## src/rtl/rxb_pkg.sv

```systemverilog
// Shared types for the serial receive character buffer.
package rxb_pkg;

    localparam int BYTE_W = 8;

    // One buffered character with the status that travels with it.
    typedef struct packed {
        logic [BYTE_W-1:0] data;
        logic              bit8;
        logic              ferr;
        logic              perr;
        logic              is_id;
    } rx_entry_t;

endpackage

```

## src/rtl/rxb_hold.sv

```systemverilog
// Hold stage between the receive shift stage and the FIFO.
// Captures a finished character and forwards it when the FIFO has room
// (a same-cycle pop counts as room). If the FIFO is full, the character
// waits here. When a start bit is seen while the character waits, this
// stage reports an overflow and discards the waiting character.
// Assumes the shift stage offers no new character while one is waiting,
// unless an overflow has cleared the slot first.
module rxb_hold
    import rxb_pkg::*;
(
    input  logic      clk,
    input  logic      rst_n,
    input  logic      enable,
    input  logic      in_valid,
    input  rx_entry_t in_entry,
    input  logic      start_det,
    input  logic      fifo_full,
    input  logic      fifo_pop,
    output logic      hold_valid,
    output rx_entry_t hold_entry,
    output logic      push,
    output logic      ovf_evt
);

    logic      valid_q;
    rx_entry_t entry_q;

    // Forward when a slot is free or frees up in this cycle.
    always_comb begin
        push    = valid_q && (!fifo_full || fifo_pop);
        ovf_evt = valid_q && fifo_full && !fifo_pop && start_det;
    end

    // Hold register: load, keep, or drop.
    always_ff @(posedge clk) begin
        if (!rst_n || !enable) begin
            valid_q <= 1'b0;
            entry_q <= '0;
        end else if (in_valid) begin
            valid_q <= 1'b1;
            entry_q <= in_entry;
        end else if (push || ovf_evt) begin
            valid_q <= 1'b0;
        end
    end

    assign hold_valid = valid_q;
    assign hold_entry = entry_q;

    AST_HOLD_WAITS: assert property (@(posedge clk) disable iff (!rst_n)
        (enable && valid_q && fifo_full && !fifo_pop && !start_det && !in_valid)
        |=> (valid_q && $stable(entry_q)))
        else $error("hold stage lost a waiting character");

endmodule

```

## src/rtl/rxb_fifo.sv

```systemverilog
// Circular FIFO of buffered characters with a combinational head output.
// A push and a pop in the same cycle are both carried out, including when
// the FIFO is full. Assumes push is raised only when a slot is free or a
// pop happens in the same cycle.
module rxb_fifo
    import rxb_pkg::*;
#(
    parameter int DEPTH = 2,
    localparam int PTR_W = (DEPTH > 1) ? $clog2(DEPTH) : 1,
    localparam int CNT_W = $clog2(DEPTH + 1)
) (
    input  logic             clk,
    input  logic             rst_n,
    input  logic             flush,
    input  logic             push,
    input  rx_entry_t        push_entry,
    input  logic             pop,
    output rx_entry_t        head,
    output logic [CNT_W-1:0] count,
    output logic             full,
    output logic             empty
);

    rx_entry_t        mem [DEPTH];
    logic [PTR_W-1:0] rd_ptr, wr_ptr;
    logic [CNT_W-1:0] cnt_q;

    // Advance a pointer with wrap at DEPTH.
    function automatic logic [PTR_W-1:0] ptr_next(input logic [PTR_W-1:0] p);
        return (p == PTR_W'(DEPTH - 1)) ? '0 : p + 1'b1;
    endfunction

    // Storage write for each slot.
    for (genvar g = 0; g < DEPTH; g++) begin : g_slot
        always_ff @(posedge clk) begin
            if (!rst_n) begin
                mem[g] <= '0;
            end else if (push && wr_ptr == PTR_W'(g)) begin
                mem[g] <= push_entry;
            end
        end
    end

    // Pointer and occupancy update.
    always_ff @(posedge clk) begin
        if (!rst_n || flush) begin
            rd_ptr <= '0;
            wr_ptr <= '0;
            cnt_q  <= '0;
        end else begin
            if (push) wr_ptr <= ptr_next(wr_ptr);
            if (pop)  rd_ptr <= ptr_next(rd_ptr);
            case ({push, pop})
                2'b10:   cnt_q <= cnt_q + 1'b1;
                2'b01:   cnt_q <= cnt_q - 1'b1;
                default: cnt_q <= cnt_q;
            endcase
        end
    end

    assign head  = mem[rd_ptr];
    assign count = cnt_q;
    assign full  = (cnt_q == CNT_W'(DEPTH));
    assign empty = (cnt_q == '0);

    AST_PUSH_HAS_ROOM: assert property (@(posedge clk) disable iff (!rst_n)
        push |-> (!full || pop))
        else $error("push into a full FIFO without a pop");

    AST_FULL_SWAP_KEEPS: assert property (@(posedge clk) disable iff (!rst_n)
        (!flush && full && push && pop) |=> full)
        else $error("simultaneous push and pop lost an entry");

    AST_POP_NOT_EMPTY: assert property (@(posedge clk) disable iff (!rst_n)
        pop |-> !empty)
        else $error("pop from an empty FIFO");

endmodule

```

## src/rtl/rxb_status.sv

```systemverilog
// Builds the two read bytes from the head entry and the current modes.
// Bit 0 is the response tag in LIN auto mode and the ninth data bit
// otherwise. The error flags are masked in SPI master mode, and parity
// is also masked when checking is off. Purely combinational.
module rxb_status
    import rxb_pkg::*;
(
    input  rx_entry_t         head,
    input  logic              nonempty,
    input  logic              ovf,
    input  logic              spi_master,
    input  logic              parity_en,
    input  logic              lin_auto,
    output logic [BYTE_W-1:0] data_byte,
    output logic [BYTE_W-1:0] status_byte
);

    // Format the read bytes; an empty FIFO reads as zero.
    always_comb begin
        status_byte    = '0;
        data_byte      = nonempty ? head.data : '0;
        status_byte[7] = nonempty;
        status_byte[6] = ovf && !spi_master;
        status_byte[2] = nonempty && head.ferr && !spi_master;
        status_byte[1] = nonempty && head.perr && parity_en && !spi_master;
        status_byte[0] = nonempty && (lin_auto ? !head.is_id : head.bit8);
    end

endmodule

```

## src/rtl/rx_char_buffer.sv

```systemverilog
// Receive character buffer: a hold stage, a character FIFO, the overflow
// flag and the read-order pop logic. The pop happens on the second read
// of a pair: the data-byte read normally, and the status-byte read in the
// low-byte-first mode. The overflow flag is cleared by a data-byte read.
// Assumes rd_lo and rd_hi are one-cycle strobes from the register bus.
module rx_char_buffer
    import rxb_pkg::*;
#(
    parameter int DEPTH = 2,
    localparam int CNT_W = $clog2(DEPTH + 1)
) (
    input  logic        clk,
    input  logic        rst_n,
    input  logic        rx_enable,
    input  logic        lo_first,
    input  logic        parity_en,
    input  logic        lin_auto,
    input  logic        spi_master,
    input  logic        in_valid,
    input  logic [7:0]  in_data,
    input  logic        in_bit8,
    input  logic        in_stop1,
    input  logic        in_par_err,
    input  logic        in_is_id,
    input  logic        start_det,
    input  logic        rd_lo,
    input  logic        rd_hi,
    output logic [7:0]  data_lo,
    output logic [7:0]  status_hi
);

    rx_entry_t        in_entry, hold_entry, head;
    logic             hold_valid, push, ovf_evt, pop;
    logic             full, empty, ovf_q;
    logic [CNT_W-1:0] fifo_cnt;

    // Pack the incoming character; the stop bit becomes a frame-error flag.
    always_comb begin
        in_entry.data  = in_data;
        in_entry.bit8  = in_bit8;
        in_entry.ferr  = !in_stop1;
        in_entry.perr  = in_par_err;
        in_entry.is_id = in_is_id;
    end

    // The second read of the pair pops a non-empty FIFO.
    assign pop = (lo_first ? rd_hi : rd_lo) && !empty;

    rxb_hold u_hold (
        .clk        (clk),
        .rst_n      (rst_n),
        .enable     (rx_enable),
        .in_valid   (in_valid),
        .in_entry   (in_entry),
        .start_det  (start_det),
        .fifo_full  (full),
        .fifo_pop   (pop),
        .hold_valid (hold_valid),
        .hold_entry (hold_entry),
        .push       (push),
        .ovf_evt    (ovf_evt)
    );

    rxb_fifo #(.DEPTH(DEPTH)) u_fifo (
        .clk        (clk),
        .rst_n      (rst_n),
        .flush      (!rx_enable),
        .push       (push),
        .push_entry (hold_entry),
        .pop        (pop),
        .head       (head),
        .count      (fifo_cnt),
        .full       (full),
        .empty      (empty)
    );

    // Sticky overflow: a new event wins over the data-byte read clear.
    always_ff @(posedge clk) begin
        if (!rst_n || !rx_enable) begin
            ovf_q <= 1'b0;
        end else if (ovf_evt) begin
            ovf_q <= 1'b1;
        end else if (rd_lo) begin
            ovf_q <= 1'b0;
        end
    end

    rxb_status u_status (
        .head        (head),
        .nonempty    (!empty),
        .ovf         (ovf_q),
        .spi_master  (spi_master),
        .parity_en   (parity_en),
        .lin_auto    (lin_auto),
        .data_byte   (data_lo),
        .status_byte (status_hi)
    );

    AST_FLUSH_EMPTIES: assert property (@(posedge clk) disable iff (!rst_n)
        !rx_enable |=> (status_hi[7] == 1'b0))
        else $error("receiver disable did not flush");

    AST_OVF_CAUSE: assert property (@(posedge clk) disable iff (!rst_n)
        (!spi_master && !$past(spi_master) && $rose(status_hi[6]))
        |-> ($past(fifo_cnt) == CNT_W'(DEPTH) && $past(hold_valid) && $past(start_det)))
        else $error("overflow flagged without its three conditions");

    AST_SPI_NO_ERR: assert property (@(posedge clk) disable iff (!rst_n)
        spi_master |-> (status_hi[6] == 1'b0 && status_hi[2:1] == 2'b00))
        else $error("error flag visible in SPI master mode");

    AST_PARITY_OFF: assert property (@(posedge clk) disable iff (!rst_n)
        !parity_en |-> (status_hi[1] == 1'b0))
        else $error("parity flag visible with checking off");

    AST_UNUSED_ZERO: assert property (@(posedge clk) disable iff (!rst_n)
        status_hi[5:3] == 3'b000)
        else $error("reserved status bits not zero");

endmodule

```

## config.mk

```make
export PLATFORM = sky130hd
export DESIGN_NAME = rx_char_buffer
export DESIGN_NICKNAME = d
export VERILOG_FILES = /design/src/rtl/rxb_pkg.sv /design/src/rtl/rxb_hold.sv /design/src/rtl/rxb_fifo.sv /design/src/rtl/rxb_status.sv /design/src/rtl/rx_char_buffer.sv
export SDC_FILE = /design/constraint.sdc
export NUM_CORES = 1
export LEC_CHECK = 0
export CAP_MARGIN = 25
export CORE_MARGIN = 2
export CORE_UTILIZATION = 51
export DETAILED_ROUTE_END_ITERATION = 8
export GPL_TIMING_DRIVEN = 0
export PLACE_DENSITY_LB_ADDON = 0.05
export SLEW_MARGIN = 20
export SYNTH_ARGS = -nofsm -noshare
export SYNTH_HDL_FRONTEND = slang
export SYNTH_SLANG_ARGS = --single-unit
```

## constraint.sdc

```tcl
create_clock -name clk -period 2.75 [get_ports clk]
set_input_delay 0.6875 -clock clk [delete_from_list [all_inputs] [get_ports clk]]
set_output_delay 0.6875 -clock clk [all_outputs]
set_load 0.02 [all_outputs]
```

==> run_results.csv, run 1 <==
group,metric,value,unit
sta,relSlewSlack,55.1,%
yosys,synthTopCellsByArea,"edfxtp_1 37%, dfxtp_1 19%, mux2i_1 11%, nor2_1 4.6%, and2_4 4.5%",
cts,cts_made_buffers,5,
sta,hold_violations,0,
cells_and_area,seq_area,1100,µm²
yosys,ys.warnings.count,0,
yosys,yosysTopAreaCell,"edfxtp_1",
grt,antenna_found_initial,0,
pwr,leakage,0.939,nW
floorplan,die_x,65.9,µm
place,numPortBuffers,33,
grt,grt.total_usage,19.6,%
pwr,pwr-share-comb,8.5,%
run_status,status,"complete, no violations",
cts,cts_setup_buffers,0,
pwr,power_switching,0.278,mW
yosys,ys_ff_latch,43,
sta,drv_slew,0,
worst_setup_path,crit_type,"in -> out",
route,drt-initial-drc-count,55,
yosys,synth_top_area_share,36.9,%
sta,setup_viol,0,
cells_and_area,final_cell_mix,"31 x clkdlybuf4s50_1, 24 x edfxtp_1, 23 x nor2_1",
worst_setup_path,cp_max_fo,4,
sta,fin_crit,2680,ps
floorplan,dieArea,4340,µm²
cts,cts-root-buf,"clkbuf_8",
worst_hold_path,min_path_type,"reg -> reg",
pwr,p_int,1.02,mW
cts,holdBufCountCts,0,
place,dp_hpwl,2560,µm
cts,clockBufferDepth,2,
sta,finalWorstSetupSlack,72.1,ps
yosys,synth_area,1950,µm²
yosys,syn_area_per_cell,11.4,µm²
worst_setup_path,cp.arrival,1990,ps
sta,clock-skew-final,5.95,ps
grt,grt_pass1_wl,6070,µm
pwr,p_per_area,527,nW/µm²
cts,cts_sinks,43,
cells_and_area,multi_input_area,772,µm²
pwr,p_total,1.30,mW
floorplan,io_pins,39,
cells_and_area,finalNetCount,236,
floorplan,rows,22,
worst_setup_path,slowest_stage,"clkdlybuf4s50_1",
route,vias_per_cell,5.15,
cells_and_area,final_common_cell,"clkdlybuf4s50_1",
yosys,yosysSeqAreaShare,56.4,%
grt,grt_start_max_net_pins,15,
cts,clkSlewWorstSetupHoldPaths,80,ps
place,place_ws,-205,ps
yosys,syn_inst,171,
route,ant_nets,0,
cells_and_area,fill_cells,281,
cts,cts_tree,"built",
sta,max_freq,0.373,GHz
route,vias,1350,
yosys,yosysUniqueCellTypes,35,
worst_setup_path,critPathCaptureType,"output port",
pwr,vdd_drop_max,0.358,mV
pwr,switching_share,21.4,%
worst_setup_path,crit_path_cell_trace,"clkdlybuf4s50_1, nor2_1, a211o_1, a21oi_1, dlygate4sd2_1",
route,wl,3660,µm
pwr,p_clk_share,37.2,%
worst_setup_path,worst_ep_required_time,2060,ps
cts,clock_latency,300,ps
worst_setup_path,slowest_delay,530,ps
sta,rsz0062_at_grt,"no",
grt,gr-total-overflow,0,
cells_and_area,drive_gt1_share,17.8,%
job,cap_violations,0,
route,dr.pass1.iters,4,
route,detail_route.wl_per_cell,14.0,µm
sta,worstMarginPinSlew,673,ps
cts,post_cts_resized,3,
floorplan,die_h,65.9,µm
pwr,power_frac_seq,54.3,%
grt,grt_pass1_vias,1383,
worst_setup_path,critPathLaunchType,"input pin",
cells_and_area,area_delta_synth_final,26.6,%
cts,htreeDepth,2,
route,drc_errors,0,
place,gp_congestion,0.868,
floorplan,start_util,53.3,%
sta,period_share,97.4,%
floorplan,core,3660,µm²
cells_and_area,insertedDiodeCount,0,
[state kept, by name, summed over array words and instances (netlist names), named ones only]
signal,flops
u_fifo.rd_ptr,1
u_fifo.wr_ptr,1
u_hold.hold_entry,12
ovf_q,1
u_hold.hold_valid,1
u_fifo.mem,24
u_fifo.count,2
[cells by family (layout without fill, tap and decap cells)]
logic type	after synthesis	after routing	share of synthesized area [%]
other	1	3	0.192
AND/OR/NAND/NOR	66	66	18.5
flip-flops	43	43	56.4
AO/OA/AOI/OAI	19	19	7.18
buffers and inverters	18	59	4.94
multiplexers	24	24	12.8
[power by group through the flow]
stage               clock network (mW)  logic (mW)  registers (mW)
CTS                              0.487       0.112           0.707
floorplan                            0      0.0611           0.719
finish                           0.484       0.111           0.707
detailed placement                   0       0.111           0.722
global placement                     0       0.108           0.721
global route                     0.517       0.121           0.709
[synth_stat cells]
library cell	number
buf_6	1
a21oi_1	4
clkbuf_1	3
nand2_1	5
and2_2	2
nor2_1	24
o2111a_1	1
nand2b_1	1
o21ai_0	4
or3_1	1
inv_1	5
mux2_4	1
o211ai_1	1
a311oi_1	1
buf_2	4
o31ai_1	1
a211oi_1	2
dfxtp_1	19
o21ai_1	1
nor4b_1	1
nand3_1	6
a211o_1	1
a2111oi_2	1
nor2b_1	3
mux2i_1	22
and2_1	12
and2_4	10
a211oi_2	1
mux2i_2	1
conb_1	1
nor3_1	1
clkbuf_2	1
edfxtp_1	24
o32ai_1	1
buf_4	4
[critical path, delay by kind of cell]
kind                   cells  cell delay, ps
buffers and inverters      2             870
AOI/OAI and AO/OA          2             370
and+or+nand+nor            1              50
[path summary, 6_finish.rpt]
kind,start,end,slack (ps),depth (start not counted)
worst max-delay path,lin_auto,status_hi[0],70,5
worst min-delay path,u_hold.hold_entry[5],u_hold.hold_entry[5],520,2
worst max register to register,u_hold.hold_valid,u_fifo.mem[0][11],850,3
worst min register to register,u_hold.hold_entry[5],u_hold.hold_entry[5],520,2
[layout make-up]
cell class | count | area share (%)
clock buffer | 5 | 2.78
tap | 48 | 2.43
inverter | 5 | 0.759
clock inverter | 3 | 1.77
multi-input combinational | 112 | 31.2
timing repair buffer | 33 | 13.3
buffer | 13 | 3.19
sequential | 43 | 44.6
[per-stage QoR]
stage | area (µm²) | instances | hold WS [ps] | utilization (%) | setup TNS, ps
3_5_place_dp | 2360 | 254 | 500 | 64.4 | -230
4_1_cts | 2470 | 262 | 521 | 67.4 | 0
6_report | 2470 | 262 | 516 | 67.5 | 0
2_1_floorplan | 1960 | 173 | 461 | - | 0
3_3_place_gp | 2350 | 254 | 480 | 64.2 | -16670
5_1_grt | 2470 | 262 | 533 | 67.5 | 0
[layer usage]
layer / global-route usage, % / wire length [µm] / vias to the layer above
met3: 6.98 / 172 / 6
li1: - / - / 669
met4: 7.03 / 56 / 0
met5: 0 / 0 / -
met1: 22.4 / 1550 / 650
met2: 33.6 / 1880 / 25
Power figures use the tool's default switching activity.
==> inputs of run 2 (changes only) <==
CORE_MARGIN = default   (was 2)
==> run_results.csv, run 2 (synthesized netlist as in run 1, its figures left out) <==
group,metric,value,unit
sta,relSlewSlack,52.9,%
grt,grt.total_usage,20.3,%
cells_and_area,drive_gt1_share,17.1,%
cts,htreeDepth,2,
grt,grt_start_max_net_pins,13,
worst_setup_path,crit_type,"in -> out",
worst_setup_path,r2r_start,"u_hold.hold_valid",
cts,post_cts_resized,3,
sta,clock-skew-final,2.37,ps
grt,gr-total-overflow,0,
worst_setup_path,rr_endpoint,"u_fifo.mem[1][11]",
route,detail_route.wl_per_cell,13.6,µm
place,placed_area,2370,µm²
worst_setup_path,critPathLaunchType,"input pin",
sta,fin_crit,2650,ps
sta,setup_viol,0,
cts,holdBufCountCts,0,
worst_setup_path,slowest_delay,630,ps
pwr,vdd_drop_max,0.245,mV
route,vias,1367,
place,dp_hpwl,2600,µm
worst_setup_path,crit_path_cell_trace,"clkdlybuf4s50_1, nor3_1, clkdlybuf4s50_1",
sta,worstMarginPinSlew,702,ps
worst_setup_path,cp_common_cell,"clkdlybuf4s50_1",
worst_hold_path,min_path_type,"reg -> reg",
floorplan,die_x,63.9,µm
worst_setup_path,path_delay_family,"buffers and inverters",
worst_setup_path,cp_num_cells,3,
cts,clock_latency,290,ps
job,cap_violations,0,
floorplan,start_util,53.3,%
sta,period_share,96.4,%
grt,antenna_found_initial,0,
place,gp_congestion,0.799,
cts,clkSlewWorstSetupHoldPaths,70,ps
grt,grt_pass1_vias,1324,
worst_setup_path,r2r.worst_path.cells,4,
worst_setup_path,reg2reg_setup_slack,700,ps
cells_and_area,stdcell_area,2450,µm²
route,wl,3600,µm
cells_and_area,area_delta_synth_final,25.4,%
cells_and_area,largest_register_ff_count,24,
floorplan,core,3660,µm²
worst_hold_path,hold_path_startpoint,"u_hold.hold_entry[2]",
route,dr.pass1.iters,4,
cts,cts_sinks,43,
sta,drv_slew,0,
cells_and_area,fill_cells,283,
cells_and_area,post-route-util,66.8,%
grt,grt_pass1_wl,6000,µm
route,drc_errors,0,
cts,cts-root-buf,"clkbuf_8",
run_status,status,"complete, no violations",
cts,cts_tree,"built",
worst_setup_path,crit_end,"status_hi[2]",
worst_setup_path,slowest_stage,"clkdlybuf4s50_1",
route,ant_nets,0,
place,numPortBuffers,33,
sta,max_freq,0.377,GHz
cts,cts_made_buffers,5,
route,vias_per_cell,5.18,
pwr,p_per_area,488,nW/µm²
floorplan,die_h,63.9,µm
worst_setup_path,path_buf_inv,2,
route,drt-initial-drc-count,41,
worst_setup_path,critPathCaptureType,"output port",
sta,tns,0,ps
cells_and_area,top_register,"u_fifo.mem",
sta,hold_violations,0,
worst_setup_path,worst_ep_required_time,2060,ps
sta,rsz0062_at_grt,"no",
floorplan,dieArea,4080,µm²
cts,cts_setup_buffers,0,
cells_and_area,final_common_cell,"clkdlybuf4s50_1",
pwr,leakage,0.928,nW
cts,clockBufferDepth,2,
worst_setup_path,startpoint,"spi_master",
sta,holdWs,497,ps
cells_and_area,final_cell_mix,"31 x clkdlybuf4s50_1, 24 x edfxtp_1, 23 x nor2_1",
worst_setup_path,cp_max_fo,3,
floorplan,rows,22,
cells_and_area,insertedDiodeCount,0,
cells_and_area,finalNetCount,238,
floorplan,io_pins,39,
worst_setup_path,cp.arrival,1960,ps
-- run 2: cell types whose count changed in the layout (fill, tap and decap cells not counted) --
cell,delta
o21ai_1,+2
clkbuf_1,+2
o21ai_2,-2
dlygate4sd2_1,-1
buf_6,+1
clkbuf_2,+1
bufinv_16,-1
clkinv_4,-1
buf_4,+1
-- run 2: per-stage QoR --
stage | std cells | power [mW] | setup slack [ps]
2_1_floorplan | 173 | 0.780 | 384
3_3_place_gp | 254 | 0.828 | -679
3_5_place_dp | 256 | 0.836 | -217
4_1_cts | 264 | 1.21 | 61.9
5_1_grt | 264 | 1.24 | 14.6
6_report | 264 | 1.19 | 97.8
-- run 2: worst min path at each step --
stage | end | depth (start not counted)
floorplan | ovf_q | 2
global placement | u_hold.hold_entry[2] | 2
detailed placement | u_hold.hold_entry[2] | 2
CTS | u_hold.hold_entry[2] | 2
global route | ovf_q | 2
finish | u_hold.hold_entry[2] | 2
-- run 2: per-layer routing --
layer	global-route usage (%)	vias up	wire length (µm)
met5	0	-	0
met4	8.52	0	66
met3	6.07	7	202
met2	36.4	46	1900
met1	21.9	639	1430
li1	-	675	-
-- run 2: where the power goes --
part           switching (mW)  internal (mW)  leakage, nW  total [mW]
registers             0.00891          0.698        0.405       0.707
clock network           0.196          0.178       0.0422       0.374
logic                  0.0558         0.0577        0.481       0.113
-- run 2: cell type report --
| type | count | area, µm² | area share, % |
|---|---|---|---|
| Clock inverter | 1 | 5.00 | 0.204 |
| Timing Repair Buffer | 35 | 343 | 14.0 |
| Buffer | 13 | 78.8 | 3.22 |
| Inverter | 5 | 18.8 | 0.767 |
| Clock buffer | 7 | 76.3 | 3.12 |
| Sequential cell | 43 | 1100 | 45.0 |
| Multi-Input combinational cell | 112 | 764 | 31.2 |
| Tap cell | 48 | 60.1 | 2.45 |
-- run 2: worst register-to-register path: stages, from the launching register on --
cell and delay, ps:
dfxtp_1 310, clkbuf_1 300, o21ai_0 260, o21ai_1 610, buf_4 290
==> inputs of run 3 (changes only) <==
SLEW_MARGIN = 10   (was 20)
==> results of run 3 <==
Final layout, timing and power as in run 2 (identical DEF).
